File: src/rtl/codec_rf_pkg.sv
// Package: shared sizes, special register indices and reset values for the
// codec control register file. Assumes the index layout is fixed by software.
package codec_rf_pkg;
    parameter int DATA_W   = 32;
    parameter int NUM_DIR  = 16;
    parameter int IND_W    = 8;
    parameter int NUM_IND  = 32;
    parameter int CTRL_W   = 7;

    // Direct register roles
    parameter int DIR_INDEX = 0;
    parameter int DIR_PORT  = 1;
    parameter int DIR_RO    = 2;
    parameter int DIR_CTRL  = 4;

    // Indirect slot roles
    parameter int IND_WONLY = 3;
    parameter int IND_RO_A  = 11;
    parameter int IND_MERGE = 12;
    parameter int IND_RO_B  = 25;

    parameter logic [7:0] CODEC_VER = 8'h8A;
    parameter logic [7:0] CHIP_VER  = 8'hA0;
    parameter logic [7:0] MERGE_KEEP = 8'h40;

    // Reset value of an indirect slot
    function automatic logic [IND_W-1:0] ind_rst_val(input int j);
        if (j == IND_MERGE) return IND_W'(CODEC_VER);
        if (j == IND_RO_B)  return IND_W'(CHIP_VER);
        return '0;
    endfunction
endpackage

File: src/rtl/codec_dir_bank.sv
// Direct register bank. Holds the word-addressed 32-bit registers.
// Assumes: the data-port and read-only slots hold no storage; the control
// slot stores a masked write even when that write triggers soft reset.
module codec_dir_bank
    import codec_rf_pkg::*;
#(
    parameter int N      = NUM_DIR,
    parameter int W      = DATA_W,
    parameter int CW     = CTRL_W,
    localparam int AW    = $clog2(N)
) (
    input  logic          clk,
    input  logic          rst_n,
    input  logic          wr_stb,
    input  logic [AW-1:0] waddr,
    input  logic [W-1:0]  wdata,
    input  logic          soft_rst,
    output logic [W-1:0]  dir_q [N]
);
    for (genvar i = 0; i < N; i++) begin : g_dir
        if (i == DIR_PORT || i == DIR_RO) begin : g_none
            // No storage behind the data port or the read-only slot
            assign dir_q[i] = '0;
        end else if (i == DIR_CTRL) begin : g_ctrl
            logic [W-1:0] q;
            // Control register: masked store, wins over the soft reset it causes
            always_ff @(posedge clk) begin
                if (!rst_n)
                    q <= '0;
                else if (wr_stb && waddr == AW'(i))
                    q <= {{(W-CW){1'b0}}, wdata[CW-1:0]};
            end
            assign dir_q[i] = q;
        end else begin : g_plain
            logic [W-1:0] q;
            // Plain register: full-width store, cleared by either reset
            always_ff @(posedge clk) begin
                if (!rst_n || soft_rst)
                    q <= '0;
                else if (wr_stb && waddr == AW'(i))
                    q <= wdata;
            end
            assign dir_q[i] = q;
        end
    end
endmodule

File: src/rtl/codec_ind_bank.sv
// Indirect register bank reached through the data port.
// Assumes: write strobe is already qualified with the data-port address;
// read-only slots are constants equal to their reset values.
module codec_ind_bank
    import codec_rf_pkg::*;
#(
    parameter int N      = NUM_IND,
    parameter int W      = IND_W,
    localparam int IW    = $clog2(N)
) (
    input  logic          clk,
    input  logic          rst_n,
    input  logic          wr_stb,
    input  logic [IW-1:0] idx,
    input  logic [W-1:0]  wdata,
    input  logic          soft_rst,
    output logic [W-1:0]  ind_q [N]
);
    for (genvar j = 0; j < N; j++) begin : g_ind
        if (j == IND_RO_A || j == IND_RO_B) begin : g_ro
            // Read-only slot: fixed value
            assign ind_q[j] = ind_rst_val(j);
        end else if (j == IND_MERGE) begin : g_merge
            logic [W-1:0] q;
            // Merge slot: one writable bit, rest forced to the version code
            always_ff @(posedge clk) begin
                if (!rst_n || soft_rst)
                    q <= ind_rst_val(j);
                else if (wr_stb && idx == IW'(j))
                    q <= (wdata & W'(MERGE_KEEP)) | W'(CODEC_VER);
            end
            assign ind_q[j] = q;
        end else begin : g_rw
            logic [W-1:0] q;
            // Ordinary slot: byte store
            always_ff @(posedge clk) begin
                if (!rst_n || soft_rst)
                    q <= ind_rst_val(j);
                else if (wr_stb && idx == IW'(j))
                    q <= wdata;
            end
            assign ind_q[j] = q;
        end
    end
endmodule

File: src/rtl/codec_rd_mux.sv
// Read mux: picks a direct register, or the selected indirect slot for the
// data port. Assumes the write-only slot must never leak its contents.
module codec_rd_mux
    import codec_rf_pkg::*;
#(
    parameter int ND     = NUM_DIR,
    parameter int NI     = NUM_IND,
    parameter int W      = DATA_W,
    parameter int IWD    = IND_W,
    localparam int AW    = $clog2(ND),
    localparam int IW    = $clog2(NI)
) (
    input  logic          sel,
    input  logic [AW-1:0] addr,
    input  logic [IW-1:0] idx,
    input  logic [W-1:0]  dir_q [ND],
    input  logic [IWD-1:0] ind_q [NI],
    output logic [W-1:0]  rdata
);
    // Combinational read selection
    always_comb begin
        rdata = '0;
        if (sel) begin
            if (addr == AW'(DIR_PORT)) begin
                if (idx != IW'(IND_WONLY))
                    rdata = {{(W-IWD){1'b0}}, ind_q[idx]};
            end else begin
                rdata = dir_q[addr];
            end
        end
    end
endmodule

File: src/rtl/codec_regfile.sv
// Top: codec control register file. Decodes the host access, raises the
// soft reset from the control register, and ties the interrupt low.
// Assumes single-cycle writes and combinational reads.
module codec_regfile
    import codec_rf_pkg::*;
#(
    parameter int ND     = NUM_DIR,
    parameter int NI     = NUM_IND,
    parameter int W      = DATA_W,
    parameter int IWD    = IND_W,
    localparam int AW    = $clog2(ND),
    localparam int IW    = $clog2(NI)
) (
    input  logic          clk,
    input  logic          rst_n,
    input  logic          sel,
    input  logic          wr_en,
    input  logic [AW-1:0] addr,
    input  logic [W-1:0]  wdata,
    output logic [W-1:0]  rdata,
    output logic          irq
);
    logic           wr_stb;
    logic           soft_rst;
    logic           port_wr;
    logic [IW-1:0]  idx;
    logic [W-1:0]   dir_q [ND];
    logic [IWD-1:0] ind_q [NI];

    assign wr_stb   = sel && wr_en;
    assign soft_rst = wr_stb && addr == AW'(DIR_CTRL) && wdata[0];
    assign port_wr  = wr_stb && addr == AW'(DIR_PORT);
    assign idx      = dir_q[DIR_INDEX][IW-1:0];
    assign irq      = 1'b0;

    codec_dir_bank #(.N(ND), .W(W), .CW(CTRL_W)) u_dir (
        .clk(clk), .rst_n(rst_n), .wr_stb(wr_stb), .waddr(addr),
        .wdata(wdata), .soft_rst(soft_rst), .dir_q(dir_q)
    );

    codec_ind_bank #(.N(NI), .W(IWD)) u_ind (
        .clk(clk), .rst_n(rst_n), .wr_stb(port_wr), .idx(idx),
        .wdata(wdata[IWD-1:0]), .soft_rst(soft_rst), .ind_q(ind_q)
    );

    codec_rd_mux #(.ND(ND), .NI(NI), .W(W), .IWD(IWD)) u_rd (
        .sel(sel), .addr(addr), .idx(idx), .dir_q(dir_q),
        .ind_q(ind_q), .rdata(rdata)
    );
endmodule

File: config.mk
export PLATFORM = sky130hd
export DESIGN_NAME = codec_regfile
export DESIGN_NICKNAME = d
export VERILOG_FILES = /design/src/rtl/codec_rf_pkg.sv /design/src/rtl/codec_dir_bank.sv /design/src/rtl/codec_ind_bank.sv /design/src/rtl/codec_rd_mux.sv /design/src/rtl/codec_regfile.sv
export SDC_FILE = /design/constraint.sdc
export NUM_CORES = 2
export LEC_CHECK = 0
export BUFFER_PORTS_ARGS = -buffer_cell sky130_fd_sc_hd__buf_2
export CAP_MARGIN = 20
export CORE_MARGIN = 2
export CORE_UTILIZATION = 50
export CTS_CLUSTER_DIAMETER = 50
export DETAILED_ROUTE_END_ITERATION = 12
export GPL_ROUTABILITY_DRIVEN = 0
export PLACE_DENSITY = 0.69
export SLEW_MARGIN = 30
export SYNTH_ARGS = -nofsm -noshare
export SYNTH_HDL_FRONTEND = slang
export SYNTH_HIERARCHICAL = 1
export SYNTH_SLANG_ARGS = --single-unit
File: constraint.sdc
create_clock -name clk -period 5.25 [get_ports clk]
set_input_delay 0.2625 -clock clk [delete_from_list [all_inputs] [get_ports clk]]
set_output_delay 0.2625 -clock clk [all_outputs]
set_load 0.05 [all_outputs]
==> results.py <==
metrics = {
    "status": {
        "status": "finished clean",
    },
    "global_route": {
        "grt_pass1_vias": 21120,
        "grt_max_degree": 166,
        "antenna_found_initial": 2,
        "gr-usage-all-layers": 0.2377,
        "grt-ovfl-total": 0,
        "grt_pass1_wl_um": 119400,
    },
    "critical_path": {
        "crit_type": "reg2out",
        "cp-start-kind": "flop",
        "end_kind": "output pin",
        "required_ns": 4.99,
        "cp.arrival_ns": 4.05,
        "cp_max_fo": 52,
    },
    "drt": {
        "wl_per_cell_um": 20.64,
        "ant_nets": 0,
        "routed_wirelength_um": 75590,
        "first_pass_iters": 6,
        "drc_errors": 0,
        "met1Wirelength_um": 31790,
        "first_iter_violations": 1347,
        "top_layer": "met5",
        "wl_met3_um": 3670,
        "wl_met2_um": 37660,
        "vias": 20420,
        "viasPerCell": 5.575,
    },
    "timing": {
        "rsz0062_at_grt": "false",
        "tightest_slew_ns": 0.9940,
        "slew_violations": 0,
        "setup_violations": 0,
        "hold_viol": 0,
        "layout_worst_path_cycle_share": 0.8219,
        "fin_crit_ns": 4.315,
        "hold-worst-slack_ns": 0.05955,
        "setup_tns_ns": 0,
        "max_freq_ghz": 0.2318,
        "final.setup_skew_ns": 0.01497,
        "timing.slew.headroom": 0.3373,
    },
    "floorplan": {
        "rows": 91,
        "start_util": 0.5048,
        "die_y_um": 253.4,
        "io_pins": 73,
        "die_x_um": 253.4,
        "dieArea_mm2": 0.06420,
        "core_mm2": 0.06160,
    },
    "power": {
        "ir_drop_v": 0.0002815,
        "power.density_mw_per_mm2": 336.8,
        "p_leak_uw": 0.01595,
        "power_uw": 11400,
    },
    "yosys": {
        "synthCells": 2828,
        "syn_area_per_cell_um2": 11.00,
        "ys_ff_latch": 656,
        "yosys_warnings": 6,
        "yosys-top-cells-area": "dfxtp_1 42%, mux2i_1 22%, mux4_2 14%, nand2_1 8.6%, buf_4 4.0%",
        "synthDistinctLibCells": 48,
        "syn_area_mm2": 0.03110,
        "ys_seq_area_frac": 0.4223,
        "synth_largest_area_cell": "dfxtp_1",
        "synth_top_cell_area_share": 0.4223,
    },
    "place": {
        "dpl.hpwl_um": 45710,
        "port_buffers": 71,
    },
    "clocking": {
        "hold_buffers": 7,
        "cts_max_path_buffers": 3,
        "cts_resized": 0,
        "clkSlewWorstSetupHoldPaths_ns": 0.06,
        "root_buffer": "clkbuf_16",
        "cts_buffers": 78,
        "cts.sinks": 656,
        "clock_latency_ns": 0.61,
        "htree_num_levels": 3,
        "post-cts-setup-buffers": 0,
        "cts_tree": "yes",
    },
    "hold_path": {
        "hold_path_class": "in2reg",
    },
    "layout": {
        "area_growth_pct": 8.820,
        "fillCellCount": 5086,
        "layout.nets": 2806,
        "post_route_cells_drive_above_1_share": 0.1777,
        "diodes": 0,
    },
    "job": {
        "maxCapViolations": 0,
    },
}
[where the power goes]
group          internal (uW)  switching, uW
Clock                   3590           2220
Combinational            193            379
Sequential              5000           13.3
Total                   8790           2610
[Yosys cell counts, drive strengths merged]
library cell	instances
conb	4
buf	332
mux2i	696
dlygate4sd1	1
nor2	18
and3b	2
mux4	202
and2	5
nor3	4
clkbuf	33
nand3	5
a211o	1
a22o	7
and3	3
o221ai	7
o32ai	7
nand4bb	1
a21oi	1
and4bb	3
and4b	3
or3b	1
a2111oi	11
nor4b	2
and4	1
o22ai	8
nor3b	2
mux2	8
nor2b	39
clkinv	7
nand2	745
or2	1
nand2b	1
dfxtp	656
a211oi	11
[placed cells by master (no fill, tap or decap), types with 5 or more instances in the layout]
master / instances
clkbuf_16: 82
nor2_1: 17
o22ai_1: 8
mux4_1: 7
a211oi_1: 11
mux4_2: 195
o221ai_1: 7
clkinv_2: 5
nand2_1: 701
clkinv_1: 7
and2_1: 5
a2111oi_0: 11
buf_4: 33
clkinvlp_4: 7
conb_1: 113
nand2_2: 43
buf_2: 69
dlygate4sd3_1: 7
mux2_2: 8
clkbuf_8: 8
bufinv_16: 12
dfxtp_1: 654
o32ai_1: 7
nor2b_1: 36
a22o_1: 7
clkbuf_1: 12
mux2i_1: 696
[worst max-delay path, stage by stage, from the launching register on]
cell	delay, ns
dfxtp_4	0.86
buf_4	0.48
mux4_2	0.60
nor2_1	0.11
a2111oi_0	0.09
a2111oi_0	0.73
o32ai_1	0.23
buf_2	0.29
[final cells by class]
| class | count | area (um^2) | share of cell area |
|---|---|---|---|
| clock inverter | 37 | 614.3 | 0.01815 |
| clock buffer | 102 | 2207 | 0.06522 |
| timing repair buffer | 115 | 769.5 | 0.02274 |
| inverter | 7 | 26.28 | 0.0007765 |
| tap | 837 | 1047 | 0.03095 |
| sequential | 656 | 13140 | 0.3882 |
| multi-input combinational | 1908 | 16040 | 0.4739 |
[metrics by stage]
step / utilization / area, um^2 / worst slack, ns / instances
global placement: 0.5021 / 30930 / 1.752 / 3516
CTS: 0.5493 / 33840 / 0.9981 / 3662
floorplan: - / 31510 / 2.171 / 2937
finish: 0.5493 / 33840 / 0.9351 / 3662
detailed placement: 0.5024 / 30940 / 1.660 / 3516
global route: 0.5493 / 33840 / 0.8162 / 3662
[state kept, by name, indices dropped and copies added, names as in the netlist]
register               flops
u_dir/g_dir.g_ctrl.q       7
u_dir/g_dir.g_plain.q    416
u_ind/g_ind.g_merge.q      1
u_ind/g_ind.g_rw.q       232
[path summary, 6_finish.rpt]
path,startpoint,end,slack [ns],depth (start not counted)
min,rst_n,u_dir/g_dir[4].g_ctrl.q[4],0.06,3
max reg2reg,u_dir/g_dir[0].g_plain.q[0],u_ind/g_ind[9].g_rw.q[5],2.22,4
max,u_dir/g_dir[0].g_plain.q[1],rdata[4],0.94,7
min reg2reg,u_ind/g_ind[9].g_rw.q[6],u_ind/g_ind[9].g_rw.q[6],0.45,2
[cell families (layout without fill, tap and decap cells)]
kind of cell	after synthesis	count (layout)	share of synthesized area
other	4	113	0.0004827
multiplexers	906	906	0.3741
AO/OA/AOI/OAI	53	53	0.01372
flip-flops	656	656	0.4223
AND/OR/NAND/NOR	836	836	0.1120
buffers and inverters	373	261	0.07742
[layer usage]
metal,GRT usage,vias up
met4,0.08132,4
li1,-,9516
met5,0,-
met1,0.3007,10240
met3,0.03444,156
met2,0.4148,499
No activity file was read; power rests on OpenSTA's default activity.
